**src/rtl/txfir_pkg.sv**
```systemverilog
package txfir_pkg;
    typedef enum logic [0:0] {
        PRIME  = 1'b0,
        STREAM = 1'b1
    } fill_state_e;
endpackage

```
**src/rtl/txfir_delay_line.sv**
```systemverilog
module txfir_delay_line #(
    parameter int NTAPS = 4
) (
    input  logic             clk,
    input  logic             rst_n,
    input  logic             adv,
    input  logic             bit_in,
    output logic [NTAPS-1:0] taps
);
    // taps[0] is the newest symbol (precursor position)
    always_ff @(posedge clk or negedge rst_n) begin
        if (!rst_n)
            taps <= '0;
        else if (adv)
            taps <= {taps[NTAPS-2:0], bit_in};
    end
endmodule

```
**src/rtl/txfir_tap_bank.sv**
```systemverilog
module txfir_tap_bank #(
    parameter int NTAPS = 4,
    parameter int CW    = 8
) (
    input  logic                      clk,
    input  logic                      rst_n,
    input  logic                      adv,
    input  logic [NTAPS*CW-1:0]       weights_in,
    input  logic [NTAPS-1:0]          taps,
    output logic [NTAPS*CW-1:0]       weights_live,
    output logic [NTAPS*(CW+1)-1:0]   prod_flat
);
    localparam int PW = CW + 1;

    logic [NTAPS*CW-1:0] wt_q;

    always_ff @(posedge clk or negedge rst_n) begin
        if (!rst_n)
            wt_q <= '0;
        else if (adv)
            wt_q <= weights_in;
    end

    assign weights_live = wt_q;

    for (genvar g = 0; g < NTAPS; g++) begin : g_tap
        logic signed [PW-1:0] wide;
        logic signed [PW-1:0] prod_q;

        assign wide = {wt_q[g*CW+CW-1], wt_q[g*CW +: CW]};

        always_ff @(posedge clk or negedge rst_n) begin
            if (!rst_n)
                prod_q <= '0;
            else if (adv)
                prod_q <= taps[g] ? wide : -wide;
        end

        assign prod_flat[g*PW +: PW] = prod_q;
    end
endmodule

```
**src/rtl/txfir_sum_sat.sv**
```systemverilog
module txfir_sum_sat #(
    parameter int NTAPS = 4,
    parameter int CW    = 8,
    parameter int OW    = 10
) (
    input  logic                     clk,
    input  logic                     rst_n,
    input  logic                     adv,
    input  logic                     clear,
    input  logic [NTAPS*(CW+1)-1:0]  prod_flat,
    output logic signed [OW-1:0]     level
);
    localparam int PW   = CW + 1;
    localparam int SW   = PW + $clog2(NTAPS);
    localparam int AW   = (SW > OW) ? SW : OW;
    localparam int HI_I = 2 ** (OW - 1) - 1;
    localparam logic signed [AW-1:0] HI = AW'(HI_I);
    localparam logic signed [AW-1:0] LO = AW'(-HI_I - 1);

    logic signed [AW-1:0] acc;
    logic signed [OW-1:0] clipped;

    always_comb begin
        acc = '0;
        for (int i = 0; i < NTAPS; i++) begin
            acc = acc + {{(AW-PW){prod_flat[i*PW+PW-1]}}, prod_flat[i*PW +: PW]};
        end
    end

    if (AW > OW) begin : g_clip
        always_comb begin
            if (acc > HI)
                clipped = HI[OW-1:0];
            else if (acc < LO)
                clipped = LO[OW-1:0];
            else
                clipped = acc[OW-1:0];
        end
    end else begin : g_pass
        assign clipped = acc[OW-1:0];
    end

    always_ff @(posedge clk or negedge rst_n) begin
        if (!rst_n)
            level <= '0;
        else if (adv)
            level <= clear ? '0 : clipped;
    end
endmodule

```
**src/rtl/txfir_preemph.sv**
```systemverilog
module txfir_preemph #(
    parameter int NPRE  = 1,
    parameter int NPOST = 2,
    parameter int CW    = 8,
    parameter int OW    = 10,
    localparam int NTAPS = NPRE + 1 + NPOST
) (
    input  logic                  clk,
    input  logic                  rst_n,
    input  logic                  ui_en,
    input  logic                  serial_bit,
    input  logic [NTAPS*CW-1:0]   tap_weights,
    output logic signed [OW-1:0]  drive_level
);
    import txfir_pkg::*;

    localparam int CNTW = $clog2(NTAPS + 1);
    localparam logic [CNTW-1:0] LAST_PRIME = CNTW'(NTAPS);

    fill_state_e            state_q, state_d;
    logic [CNTW-1:0]        cnt_q, cnt_d;
    logic                   hold_zero;
    logic [NTAPS-1:0]       taps;
    logic [NTAPS*CW-1:0]    weights_live;
    logic [NTAPS*(CW+1)-1:0] prod_flat;

    // state register
    always_ff @(posedge clk or negedge rst_n) begin
        if (!rst_n) begin
            state_q <= PRIME;
            cnt_q   <= '0;
        end else if (ui_en) begin
            state_q <= state_d;
            cnt_q   <= cnt_d;
        end
    end

    // next state and outputs
    always_comb begin
        state_d   = state_q;
        cnt_d     = cnt_q;
        hold_zero = 1'b1;
        unique case (state_q)
            PRIME: begin
                hold_zero = 1'b1;
                if (cnt_q == LAST_PRIME)
                    state_d = STREAM;
                else
                    cnt_d = cnt_q + 1'b1;
            end
            STREAM: begin
                hold_zero = 1'b0;
            end
            default: begin
                state_d = PRIME;
            end
        endcase
    end

    txfir_delay_line #(.NTAPS(NTAPS)) u_line (
        .clk    (clk),
        .rst_n  (rst_n),
        .adv    (ui_en),
        .bit_in (serial_bit),
        .taps   (taps)
    );

    txfir_tap_bank #(.NTAPS(NTAPS), .CW(CW)) u_taps (
        .clk          (clk),
        .rst_n        (rst_n),
        .adv          (ui_en),
        .weights_in   (tap_weights),
        .taps         (taps),
        .weights_live (weights_live),
        .prod_flat    (prod_flat)
    );

    txfir_sum_sat #(.NTAPS(NTAPS), .CW(CW), .OW(OW)) u_sum (
        .clk       (clk),
        .rst_n     (rst_n),
        .adv       (ui_en),
        .clear     (hold_zero),
        .prod_flat (prod_flat),
        .level     (drive_level)
    );
endmodule

```
**config.mk**
```make
export PLATFORM = sky130hd
export DESIGN_NAME = txfir_preemph
export DESIGN_NICKNAME = d
export VERILOG_FILES = /design/src/rtl/txfir_pkg.sv /design/src/rtl/txfir_delay_line.sv /design/src/rtl/txfir_tap_bank.sv /design/src/rtl/txfir_sum_sat.sv /design/src/rtl/txfir_preemph.sv
export SDC_FILE = /design/constraint.sdc
export NUM_CORES = 1
export LEC_CHECK = 0
export ABC_AREA = 1
export BUFFER_PORTS_ARGS = -buffer_cell sky130_fd_sc_hd__buf_2
export CORE_UTILIZATION = 54
export DETAILED_ROUTE_END_ITERATION = 8
export PLACE_DENSITY = 0.76
export SYNTH_ARGS = -nofsm -noshare
export SYNTH_HDL_FRONTEND = slang
export SYNTH_SLANG_ARGS = --single-unit
```
**constraint.sdc**
```tcl
create_clock -name clk -period 3.5 [get_ports clk]
set_input_delay 0.35 -clock clk [delete_from_list [all_inputs] [get_ports clk]]
set_output_delay 0.35 -clock clk [all_outputs]
set_load 0.03 [all_outputs]
```
# After elaboration in Yosys (flattened, before gate mapping)
# Index checks and enable logic that the tools add are counted.
dict set report word_totals {
  input_bits 36
  word_cells 33
  out_inout_bits 10
  register_bits 86
}
dict set report op_classes {
  n_eq_ne 1
  n_bitwise 2
  n_mux 10
  addsub 8
  magnitude_cmp 2
  n_reduce_logical 1
}
# op count
set ops {}
lappend ops {{9-bit two-way mux} 4}
lappend ops {{8-bit negator with 9-bit output} 4}
lappend ops {{10-bit two-way mux} 3}
lappend ops {{11-bit adder} 2}
lappend ops {{11-bit by 10-bit > comparator with 1-bit output, second input constant} 1}
lappend ops {{11-bit by 10-bit < comparator with 1-bit output, second input constant} 1}
lappend ops {{9-bit by 9-bit adder with 10-bit output} 1}
lappend ops {{3-bit by 1-bit adder with 3-bit output, second input constant} 1}
lappend ops {{3-bit == test, second input constant} 1}
lappend ops {{3-bit AND reduction} 1}
lappend ops {{1-bit two-way mux} 2}
lappend ops {{1-bit inverter} 2}
lappend ops {{1-bit one-hot mux with 2 select lines} 1}

# Logic depth before layout (Yosys ltp)
# Gate-level depths: netlist of the first run.
dict set report depth {
  word_depth 7
  mapped_depth 23
  mapped_depth_nobuf 23
}

# Cells and area by module
# A second synthesis of the first run with hierarchy kept.
dict set report hier_totals {
  hier_cells 654
  hier_area_um2 5142.4
}
# mod cells_per_inst seq_area_each_um2 n_inst area_each_um2
set by_module_without_submodules {}
lappend by_module_without_submodules {txfir_tap_bank 409 1701.6 1 3231.8}
lappend by_module_without_submodules {txfir_sum_sat 199 250.2 1 1532.7}
lappend by_module_without_submodules {txfir_preemph 29 100.1 1 229.0}
lappend by_module_without_submodules {txfir_delay_line 17 100.1 1 148.9}

# Worst setup path after synthesis of the first run
# No wires, ideal clock.
dict set report synth_timing {
  path_kind {reg2reg}
  startpoint {register u_taps.g_tap[0].prod_q[0]}
  endpoint {register u_sum.level[3]}
  path_buffers 0
  required_time_ps 3383
  t_arrival_ps 3195
  setup_ps 117
  path_slack_ps 188
  synth_period_minus_slack_ps 3312
  path_stages_with_launch 23
  path_cell_list {dfrtp_1 -> ha_1 -> inv_1 -> fa_1 -> o21ai_0 -> a21oi_1 -> nor2_1 -> nor2_1 -> xnor2_1 -> fa_1 -> ha_1 -> nand2_1 -> nand2_1 -> inv_2 -> nor2_2 -> nor2_1 -> nand3_1 -> nand2_4 -> inv_4 -> nand2_4 -> nand2_1 -> nand2_1 -> nand2_1}
}
dict set report synth_via {
  elab_chain_cells 7
  word_cells_on_any_way 8
  classes_between {add/sub (3); order compare (2); mux (3)}
}
# element line_no
set synth_lines {}
lappend synth_lines {{start: declaration} txfir_tap_bank.sv:28} ;# logic signed [PW-1:0] prod_q;
lappend synth_lines {{start signal: assignment} txfir_tap_bank.sv:36} ;# prod_q <= taps[g] ? wide : -wide;
lappend synth_lines {{9-bit by 9-bit adder with 10-bit output (*)} txfir_sum_sat.sv:26} ;# acc = acc + {{(AW-PW){prod_flat[i*PW+PW-1]}}, prod_flat[i*PW +: PW]};
lappend synth_lines {{11-bit adder (*) (2 in a row)} txfir_sum_sat.sv:26}
lappend synth_lines {{11-bit by 10-bit < comparator with 1-bit output} txfir_sum_sat.sv:34} ;# else if (acc < LO)
lappend synth_lines {{10-bit two-way mux} txfir_sum_sat.sv:34}
lappend synth_lines {{10-bit two-way mux (*)} txfir_sum_sat.sv:32} ;# if (acc > HI)
lappend synth_lines {{10-bit two-way mux (*)} txfir_sum_sat.sv:47} ;# level <= clear ? '0 : clipped;
lappend synth_lines {{end signal: assignment} txfir_sum_sat.sv:47}
lappend synth_lines {{end: declaration} txfir_sum_sat.sv:11} ;# output logic signed [OW-1:0] level
# Mark *: on every way between the ends. The rest lies on a longest branch, timed or not.
# A chain may end at the register's enable or synchronous reset.

# Final worst setup path of the first run
dict set report layout_timing {
  startpoint {register u_taps.g_tap[1].prod_q[0]}
  endpoint {register u_sum.level[3]}
}
dict set report layout_via {
  elab_chain_cells 7
  word_cells_on_any_way 8
  classes_between {add/sub (3); order compare (2); mux (3)}
}
# element line_no
set layout_lines {}
lappend layout_lines {{start: declaration} txfir_tap_bank.sv:28}
lappend layout_lines {{start signal: assignment} txfir_tap_bank.sv:36}
lappend layout_lines {{9-bit by 9-bit adder with 10-bit output (*)} txfir_sum_sat.sv:26}
lappend layout_lines {{11-bit adder (*) (2 in a row)} txfir_sum_sat.sv:26}
lappend layout_lines {{11-bit by 10-bit < comparator with 1-bit output} txfir_sum_sat.sv:34}
lappend layout_lines {{10-bit two-way mux} txfir_sum_sat.sv:34}
lappend layout_lines {{10-bit two-way mux (*)} txfir_sum_sat.sv:32}
lappend layout_lines {{10-bit two-way mux (*)} txfir_sum_sat.sv:47}
# Marks and branches as above.

==> flow_summary.json, run 1 <==
{
  "status": "complete, but fails checks",
  "violations": "DRC",
  "grt_pass1_wl_mm": 17.0,
  "synth_seq_area_share": 0.433,
  "tritoncts": "built",
  "synth_compound_area_frac": 0.128,
  "drtIter0Drc": 210,
  "syn_area_um2": 4970,
  "vias": 3863,
  "tightest_slew_ns": 1.07,
  "portBuffers": 45,
  "ir_worst_vdd_mv": 0.461,
  "diodes": 0,
  "rows": 34,
  "nets": 696,
  "cts_buffer_depth": 2,
  "ys_ff_latch": 86,
  "overflow": 0,
  "syn_inst": 576,
  "fin_crit_ns": 3.39,
  "clock_skew_ns": 0.00818,
  "grt_pass1_vias": 3865,
  "fmax_mhz": 295,
  "cts_root_buf": "clkbuf_8",
  "drtPass1Iterations": 7,
  "cts_hold_buf": 0,
  "finalMaxSlewViolations": 0,
  "final_area_um2": 5740,
  "arrival_ns": 3.64,
  "place_ws_ns": -0.118,
  "drc": 2,
  "p_comb_frac": 0.601,
  "p_leak_nw": 2.87,
  "finalSetupTns_ns": 0,
  "total_power_mw": 5.44,
  "ios": 46,
  "power_switching_mw": 2.45,
  "h-tree-depth": 3,
  "hold_viol_final": 0,
  "postLayoutCoreUtil": 0.651,
  "floorplan.die.height_um": 98.0,
  "wl_per_cell_um": 13.6,
  "grt_usage": 0.221,
  "setup_ws_ns": 0.110,
  "synth_warnings": 0,
  "cts_buffers": 9,
  "worstSetupPathType": "reg -> reg",
  "drtAntennaViolNets": 0,
  "dp_cells": 719,
  "synthAdderAreaFrac": 0.109,
  "place_area_um2": 5320,
  "core-area_um2": 8810,
  "hp-class": "in -> async",
  "yosysUniqueCellTypes": 37,
  "power_frac_clock": 0.160,
  "worst_ep_required_time_ns": 3.75,
  "synth.area.mux_share": 0,
  "cts.sinks": 86,
  "r2r_slack_ns": 0.11,
  "timing.slew.headroom": 0.285,
  "critPathLaunchType": "flip-flop",
  "antenna_found_initial": 0,
  "dieArea_um2": 9600,
  "drive_gt1_frac": 0.192,
  "yosys.area_share.simple": 0.194,
  "gp_congestion": 0.895,
  "totalWireLength_mm": 10.0,
  "via_per_inst": 5.24,
  "syn_avg_cell_area_um2": 8.63,
  "clkTransAtPathRegs_ns": 0.09,
  "power_frac_seq": 0.240,
  "endpoint_kind": "flip-flop",
  "area_growth_pct": 15.3,
  "fillers": 721,
  "clk_latency_ns": 0.36,
  "grt_max_degree": 87,
  "die_w_um": 98.0,
  "setup_viol": 0,
  "fin_crit_sh": 0.969,
  "cp_max_fo": 4,
  "drv_cap": 0,
  "start_util": 0.565,
  "dp_hpwl_mm": 7.01,
  "p_int_mw": 2.99,
  "hold_ws_ns": 0.137,
  "power_density_nw_per_um2": 948,
  "swShare": 0.451,
  "final_cell_count_no_fill": 737,
  "synthesis.nets": 648,
  "synth-xor-area-share": 0.0687,
  "synth_top_family_by_area": "simple AND/OR/NAND/NOR gates"
}
-- area by class of cell --
| type | instances | area [um^2] | area share |
|---|---|---|---|
| multi-input combinational | 401 | 2630 | 0.458 |
| clock buffer | 10 | 138 | 0.0240 |
| timing repair buffer | 54 | 295 | 0.0515 |
| tap | 108 | 135 | 0.0236 |
| sequential | 86 | 2150 | 0.375 |
| clock inverter | 6 | 118 | 0.0205 |
| inverter | 72 | 273 | 0.0476 |
-- critical path: stages (launching register included) --
cell and delay, ns:
dfrtp_1 0.37, ha_2 0.20, inv_1 0.05, fa_2 0.51, inv_1 0.07, fa_2 0.59, ha_4 0.18, inv_1 0.07
fa_2 0.35, nand3b_1 0.16, nand2_1 0.10, nand2_1 0.08, nand2_1 0.08, nand2_1 0.08, nand2_4 0.12, inv_4 0.06
nand2_4 0.06, nand2_1 0.05, nand2_1 0.06, nand2_1 0.04
-- power by group through the flow --
stage | clock (mW) | combinational, mW | sequential, mW
final | 0.868 | 3.27 | 1.30
after global routing | 0.921 | 3.62 | 1.33
after global placement | 0 | 2.81 | 1.31
after floorplan | 0 | 2.19 | 1.41
after detailed placement | 0 | 2.90 | 1.32
after CTS | 0.883 | 2.96 | 1.30
-- cell families after synthesis --
logic type	after synthesis
compound gates	116
xor+xnor	39
fa+ha+maj	36
buf+inv	89
flops	86
simple gates	210
-- registers in the layout, summed over array words and instances, names as in the netlist --
signal               count
u_taps.weights_live     32
cnt_q                    3
u_line.taps              4
state_q                  1
u_taps.g_tap.prod_q     36
u_sum.level             10
-- cell usage in the layout, fill, tap and decap left out, types with 10 or more instances in the layout --
cell type    n
buf_4       10
nand3_1     14
nand2_1    143
buf_2       44
xor2_1      34
a21oi_1     12
ha_1        15
inv_1       64
dfrtp_1     86
nor2_1      20
o21ai_0     72
clkbuf_8    10
-- synthesized netlist by cell type --
master / count / area (um^2)
nand2_1: 145 / 544
dfrtp_1: 86 / 2150
o21ai_0: 74 / 370
inv_1: 66 / 248
xor2_1: 35 / 307
ha_1: 24 / 300
nor2_1: 20 / 75.1
nand3_1: 14 / 70.1
a21oi_1: 13 / 65.1
clkbuf_1: 13 / 48.8
fa_1: 12 / 240
o21ai_1: 8 / 40.0
nand4_1: 7 / 43.8
nand2_2: 6 / 37.5
nand3_2: 6 / 60.1
inv_2: 5 / 18.8
o211ai_1: 5 / 37.5
a31oi_1: 4 / 25.0
nand2_4: 4 / 45.0
xnor2_1: 4 / 35.0
buf_1: 3 / 11.3
nand3_4: 2 / 35.0
nor2_4: 2 / 22.5
o21a_1: 2 / 15.0
o21bai_1: 2 / 15.0
o22ai_1: 2 / 12.5
o31ai_1: 2 / 15.0
a21boi_0: 1 / 7.51
a21oi_2: 1 / 8.76
a21oi_4: 1 / 16.3
a22oi_1: 1 / 7.51
buf_2: 1 / 5.00
inv_4: 1 / 6.26
nand3b_1: 1 / 7.51
nand4_2: 1 / 12.5
nor2_2: 1 / 6.26
nor3_1: 1 / 5.00
-- per-layer routing --
layer,routed length (um),track usage,vias up
li1,-,-,1946
met1,4620,0.286,1826
met2,4810,0.372,74
met3,296,0.0293,17
met4,274,0.100,0
met5,0,0,-
-- timing repair --
action	CTS	global route
setup endpoints to repair	10	10
pin swaps	0	8
setup buffers	0	2
resized for setup	3	24
-- final timing paths --
check	start	end	cells past startpoint
worst max-delay path	u_taps.g_tap[1].prod_q[0]$_DFFE_PN0P_	u_sum.level[3]$_DFFE_PN0P_	19
worst min-delay path	rst_n	u_sum.level[4]$_DFFE_PN0P_	1
worst max register to register	u_taps.g_tap[1].prod_q[0]$_DFFE_PN0P_	u_sum.level[3]$_DFFE_PN0P_	19
worst min register to register	cnt_q[2]$_DFFE_PN0P_	cnt_q[2]$_DFFE_PN0P_	1
max in group asynchronous	rst_n	u_taps.weights_live[22]$_DFFE_PN0P_	1
min in group clk	tap_weights[29]	u_taps.weights_live[29]$_DFFE_PN0P_	3
Note: power is estimated with default switching activity, not from simulation.
==> inputs of run 2 (changes only) <==
--- a/config.mk
+++ b/config.mk
@@ -7,6 +7,7 @@
 export LEC_CHECK = 0
 export ABC_AREA = 1
 export BUFFER_PORTS_ARGS = -buffer_cell sky130_fd_sc_hd__buf_2
+export CORE_ASPECT_RATIO = 1.25
 export CORE_UTILIZATION = 54
 export DETAILED_ROUTE_END_ITERATION = 8
 export PLACE_DENSITY = 0.76
==> run 2 against run 1 <==
  * The flow now finishes without violations
  * Clock power is 18% lower
  * Combinational power hardly changed
  * Critical path depth is 1 higher
  * Cell count is 1.6% higher
  * Cell area is 0.89% lower
  * Die area hardly changed
  * Critical endpoint unchanged
  * Largest cell class unchanged
  * Largest power group unchanged
==> flow_summary.json, run 2 (synthesis gave the netlist of run 1 again) <==
{
  "core-area_um2": 8800,
  "rows": 38,
  "cp_top_family": "adder cells",
  "arrival_ns": 3.69,
  "grt_usage": 0.231,
  "gp_congestion": 0.873,
  "cts_hold_buf": 0,
  "drv_cap": 0,
  "antenna_found_initial": 0,
  "power_density_nw_per_um2": 933,
  "drtIter0Drc": 244,
  "drc": 0,
  "critPathMaxStageDelay_ns": 0.48,
  "portBuffers": 45,
  "place_ws_ns": -0.0523,
  "postLayoutCoreUtil": 0.646,
  "setup_ws_ns": 0.112,
  "grt_pass1_wl_mm": 17.1,
  "overflow": 0,
  "clkTransAtPathRegs_ns": 0.08,
  "cts.sinks": 86,
  "drtPass1Iterations": 7,
  "p_leak_nw": 2.84,
  "endpoint_kind": "flip-flop",
  "worst_ep_required_time_ns": 3.80,
  "clock_skew_ns": 0.00486,
  "nets": 696,
  "tritoncts": "built",
  "cp_slowest_cell": "fa_1",
  "cp_max_fo": 4,
  "worstSetupPathType": "reg -> reg",
  "totalWireLength_mm": 10.3,
  "mostFrequentLayoutCells": "nand2_1 (143), dfrtp_1 (86), o21ai_0 (72), inv_1 (62), buf_2 (44)",
  "diodes": 0,
  "rsz0062_at_grt": "yes",
  "fmax_mhz": 295,
  "mostFrequentLayoutCell": "nand2_1",
  "hold_viol_final": 0,
  "ios": 46,
  "largest-register": "u_taps.g_tap.prod_q",
  "final_cell_count_no_fill": 749,
  "h-tree-depth": 3,
  "total_power_mw": 5.30,
  "dp_cells": 729,
  "via_per_inst": 5.24,
  "clk_latency_ns": 0.36,
  "fin_crit_sh": 0.968,
  "area_growth_pct": 14.3,
  "final_area_um2": 5680,
  "critPathLaunchType": "flip-flop",
  "crit_buf_inv": 4,
  "start_util": 0.565,
  "cts_buffers": 9,
  "finalSetupTns_ns": 0,
  "grt_max_degree": 87,
  "crit_path_cell_trace": "ha_2 -> inv_2 -> fa_2 -> o21ai_2 -> buf_4 -> buf_4 -> xor2_2 -> fa_1 -> ha_4 -> nand2_2 -> inv_1 -> nand2_1 -> nand2_1 -> nand2_2 -> nand3_2 -> nand2_2 -> nand2_4 -> a21oi_4 -> nand2_1 -> nand2_1",
  "place_area_um2": 5320,
  "cts_buffer_depth": 2,
  "drtAntennaViolNets": 0,
  "wl_per_cell_um": 13.7,
  "setup_viol": 0,
  "drive_gt1_frac": 0.189,
  "finalMaxSlewViolations": 0,
  "floorplan.die.height_um": 109,
  "largest_reg_flops": 36,
  "cts_root_buf": "clkbuf_8",
  "dieArea_um2": 9600,
  "dp_hpwl_mm": 7.21,
  "cpMostUsedCell": "nand2_1",
  "grt_pass1_vias": 3810,
  "vias": 3927,
  "ir_worst_vdd_mv": 0.497,
  "die_w_um": 87.8,
  "timing.slew.headroom": 0.257,
  "tightest_slew_ns": 1.11,
  "fin_crit_ns": 3.39,
  "hp-class": "in -> async",
  "hold_ws_ns": 0.147,
  "status": "finished, final reports clean"
}
run 2: power by group:
part           switching [mW]  leakage (nW)  total, mW  internal, mW
logic                    1.98          1.71       3.28          1.31
clock network           0.347        0.0996      0.715         0.368
registers               0.122          1.03       1.31          1.18
run 2: cell type report:
class                           instances  area, um^2
Timing Repair Buffer                   54         295
Multi-Input combinational cell        401        2610
Clock inverter                          3        42.5
Inverter                               72         273
Fill cell                             742        3110
Clock buffer                           13         159
Tap cell                              120         150
Sequential cell                        86        2150
run 2: repair_timing:
item,in CTS,in global routing
resized for setup,2,25
pin swaps,0,19
setup endpoints to repair,9,10
buffers inserted,0,4
run 2: path summary, 6_finish.rpt:
path,start,end,slack [ns],cells after the start
max reg2reg,u_taps.g_tap[1].prod_q[0]$_DFFE_PN0P_,u_sum.level[3]$_DFFE_PN0P_,0.11,20
max in group asynchronous,rst_n,u_taps.g_tap[0].prod_q[0]$_DFFE_PN0P_,2.61,1
max,u_taps.g_tap[1].prod_q[0]$_DFFE_PN0P_,u_sum.level[3]$_DFFE_PN0P_,0.11,20
min in group clk,tap_weights[30],u_taps.weights_live[30]$_DFFE_PN0P_,0.18,3
min,rst_n,u_taps.g_tap[3].prod_q[3]$_DFFE_PN0P_,0.15,1
min reg2reg,u_sum.level[0]$_DFFE_PN0P_,u_sum.level[0]$_DFFE_PN0P_,0.48,2
run 2: metal layers:
metal / wire length (um) / GRT usage / vias up / share of wire
met5: 0 / 0 / - / 0
met1: 4380 / 0.286 / 1874 / 0.43
li1: - / - / 1940 / -
met4: 281 / 0.0902 / 0 / 0.027
met3: 324 / 0.0469 / 18 / 0.032
met2: 5270 / 0.395 / 95 / 0.51
==> inputs of run 3 (changes only) <==
--- a/config.mk
+++ b/config.mk
@@ -5,12 +5,11 @@
 export SDC_FILE = /design/constraint.sdc
 export NUM_CORES = 1
 export LEC_CHECK = 0
-export ABC_AREA = 1
 export BUFFER_PORTS_ARGS = -buffer_cell sky130_fd_sc_hd__buf_2
 export CORE_ASPECT_RATIO = 1.25
 export CORE_UTILIZATION = 54
 export DETAILED_ROUTE_END_ITERATION = 8
-export PLACE_DENSITY = 0.76
+export PLACE_DENSITY = 0.77
 export SYNTH_ARGS = -nofsm -noshare
 export SYNTH_HDL_FRONTEND = slang
 export SYNTH_SLANG_ARGS = --single-unit
==> run 3 against run 2 <==
  * The run now ends with setup timing left
  * Hold slack improved by 0.017 ns
  * Cell count decreased by 13%
  * Combinational power increased by 9.8%
  * Worst setup slack got worse by 0.61 ns
  * Fmax decreased by 15%
  * Flip-flop and latch count unchanged
  * Wire length decreased by 11%
  * First-iteration DRC count decreased by 27%
  * Non-clock buffer count increased by 13
  * Area after synthesis decreased by 3.9%
==> flow_summary.json, run 3 <==
{
  "fin_crit_ns": 4.00,
  "syn_area_um2": 4780,
  "yosysMostFrequentCell": "dfrtp_1",
  "drv_cap": 0,
  "drtIter0Drc": 177,
  "synth_seq_area_share": 0.450,
  "gp_congestion": 0.838,
  "core-area_um2": 8650,
  "place_area_um2": 5280,
  "mostFrequentLayoutCells": "dfrtp_1 (86), inv_1 (50), nor2_1 (46), buf_2 (43), a21oi_1 (39)",
  "arrival_ns": 4.23,
  "drive_gt1_frac": 0.259,
  "syn_avg_cell_area_um2": 10.3,
  "power_frac_seq": 0.242,
  "dp_cells": 633,
  "crit_path_cell_trace": "ha_1 -> a21o_1 -> a21oi_2 -> nor2b_1 -> o21a_1 -> or4_4 -> o311ai_4 -> xor2_1 -> fa_1 -> inv_2 -> ha_4 -> o21ai_2 -> o21bai_1 -> o21bai_1 -> a21oi_2 -> xnor2_2 -> o21ai_4 -> o221ai_1",
  "netlist_top_cells_area": "dfrtp_1 (45%), mux2_2 (8.2%), ha_1 (6.3%), xnor2_1 (5.9%), fa_1 (5.0%)",
  "p_comb_frac": 0.624,
  "synth_top_cell_area_share": 0.450,
  "mostFrequentLayoutCell": "dfrtp_1",
  "cts_buffer_depth": 2,
  "yosys.area.top_type": "dfrtp_1",
  "ir_worst_vdd_mv": 0.716,
  "ys_ff_latch": 86,
  "dr_wl_met2_mm": 4.64,
  "cp_slowest_cell": "fa_1",
  "critPathLaunchType": "flip-flop",
  "tritoncts": "built",
  "overflow": 0,
  "wl_per_cell_um": 14.0,
  "h-tree-depth": 3,
  "totalWireLength_mm": 9.13,
  "synthesis.nets": 537,
  "total_power_mw": 5.77,
  "finalMaxSlewViolations": 0,
  "die_w_um": 86.1,
  "async_flop_share": 1.00,
  "synth_top_family_by_area": "compound AO/OA/AOI/OAI gates",
  "drtPass1Iterations": 4,
  "clkTransAtPathRegs_ns": 0.09,
  "cp_max_fo": 5,
  "clk_latency_ns": 0.37,
  "wl_met1_mm": 3.96,
  "fin_crit_sh": 1.14,
  "cts.sinks": 86,
  "area_growth_pct": 16.9,
  "power_density_nw_per_um2": 1030,
  "critPathMaxStageDelay_ns": 0.46,
  "diodes": 0,
  "synth.top_cells.by_count": "dfrtp_1 (86), inv_1 (51), nor2_1 (46), a21oi_1 (40), mux2_2 (35)",
  "yosysUniqueCellTypes": 36,
  "synth-xor-area-share": 0.0752,
  "antenna_found_initial": 0,
  "crit_buf_inv": 1,
  "p_int_mw": 3.36,
  "final_area_um2": 5590,
  "rsz0062_at_grt": "yes",
  "hp-class": "in -> async",
  "synth.area.mux_share": 0.0951,
  "ios": 46,
  "portBuffers": 45,
  "worst_ep_required_time_ns": 3.73,
  "violations": "setup timing",
  "synth_compound_area_frac": 0.133,
  "floorplan.die.height_um": 107,
  "fmax_mhz": 250,
  "endpoint_kind": "flip-flop",
  "synth_edf_count": 0,
  "syn_inst": 465,
  "power_frac_clock": 0.134,
  "cts_buffers": 9,
  "via_per_inst": 5.28,
  "yosys.area_share.simple": 0.0801,
  "timing.slew.headroom": 0.278,
  "rows": 38,
  "largest-register": "u_taps.g_tap.prod_q",
  "setup_viol": 10,
  "cp_num_cells": 18,
  "hold_viol_final": 0,
  "grt_pass1_vias": 3456,
  "dieArea_um2": 9230,
  "place_ws_ns": -0.529,
  "setup_ws_ns": -0.501,
  "clock_skew_ns": 0.00880,
  "cts_root_buf": "clkbuf_8",
  "drc": 0,
  "vias": 3442,
  "start_util": 0.552,
  "status": "complete, but fails checks",
  "grt_usage": 0.221,
  "synthAdderAreaFrac": 0.113,
  "tightest_slew_ns": 1.08,
  "rr_worst_depth": 18,
  "cp_top_family": "compound AO/OA/AOI/OAI gates",
  "dp_hpwl_mm": 6.42,
  "final_cell_count_no_fill": 652,
  "ys.flop_type": "dfrtp_1",
  "fillers": 719,
  "nets": 599,
  "drtAntennaViolNets": 0,
  "synth_warnings": 0,
  "p_leak_nw": 2.55,
  "grt_max_degree": 87,
  "worstSetupPathType": "reg -> reg",
  "finalSetupTns_ns": -4.51,
  "cts_hold_buf": 0,
  "swShare": 0.418,
  "largest_reg_flops": 36,
  "wl_met3_um": 269,
  "power_switching_mw": 2.41,
  "grt_pass1_wl_mm": 15.7,
  "top_layer_used": "met4"
}
## run 3: cell type report
| type | count | area (um^2) | area share |
|---|---|---|---|
| Clock buffer | 9 | 124 | 0.0222 |
| Inverter | 51 | 191 | 0.0343 |
| Sequential cell | 86 | 2150 | 0.385 |
| Multi-Input combinational cell | 312 | 2460 | 0.441 |
| Timing Repair Buffer | 67 | 408 | 0.0730 |
| Tap cell | 120 | 150 | 0.0269 |
| Clock inverter | 7 | 97.6 | 0.0175 |
## run 3: worst reg2reg max path: cells and delay by family (launching register included)
family / cells / cell delay (ns)
AO/OA/AOI/OAI: 10 / 1.56
adder cells (fa/ha/maj): 3 / 0.96
AND/OR/NAND/NOR: 2 / 0.49
flip-flops: 1 / 0.39
XOR/XNOR: 2 / 0.37
buffers and inverters: 1 / 0.09
## run 3: final timing paths
check                                                      startpoint                                     to  slack [ns]
min in group clk                                           serial_bit             u_line.taps[0]$_DFFE_PN0P_        0.18
worst max-delay path            u_taps.g_tap[1].prod_q[1]$_DFFE_PN0P_             u_sum.level[3]$_DFFE_PN0P_       -0.50
max in group asynchronous                                       rst_n    u_taps.weights_live[22]$_DFFE_PN0P_        2.62
worst min-delay path                                            rst_n     u_taps.weights_live[2]$_DFFE_PN0P_        0.16
worst min register to register  u_taps.g_tap[1].prod_q[7]$_DFFE_PN0P_  u_taps.g_tap[1].prod_q[7]$_DFFE_PN0P_        0.52
worst max register to register  u_taps.g_tap[1].prod_q[1]$_DFFE_PN0P_             u_sum.level[3]$_DFFE_PN0P_       -0.50
## run 3: metal layers
layer	vias up	track usage
met1	1675	0.275
met2	60	0.374
met5	-	0
met3	18	0.0362
li1	1689	-
met4	0	0.102
## run 3: power by group through the flow
stage                     sequential [mW]  clock (mW)  combinational [mW]
after global placement               1.41           0                3.06
after CTS                            1.40       0.785                3.62
after floorplan                      1.48           0                2.24
after global routing                 1.43       0.814                4.02
final                                1.40       0.771                3.60
after detailed placement             1.42           0                3.25
## run 3: cells by family (layout without fill, tap and decap cells)
| group | Yosys count | in the layout |
|---|---|---|
| multiplexers | 41 | 41 |
| AND/OR/NAND/NOR | 91 | 91 |
| XOR/XNOR | 41 | 41 |
| adder cells (fa/ha/maj) | 36 | 36 |
| AO/OA/AOI/OAI | 102 | 103 |
| flip-flops | 86 | 86 |
| buffers and inverters | 68 | 134 |
## run 3: timing repair
action,in CTS,in global routing
endpoints found under the hold margin,0,0
setup buffers,2,0
pin swaps,11,0
endpoints found under the setup margin,10,10
resized for setup,9,1
cloned,1,0
## run 3: metrics by stage
stage	utilization	hold slack (ns)
after floorplan	-	0.0544
after global placement	0.610	0.491
after detailed placement	0.610	0.506
after CTS	0.645	0.174
after global routing	0.646	0.183
final	0.646	0.164
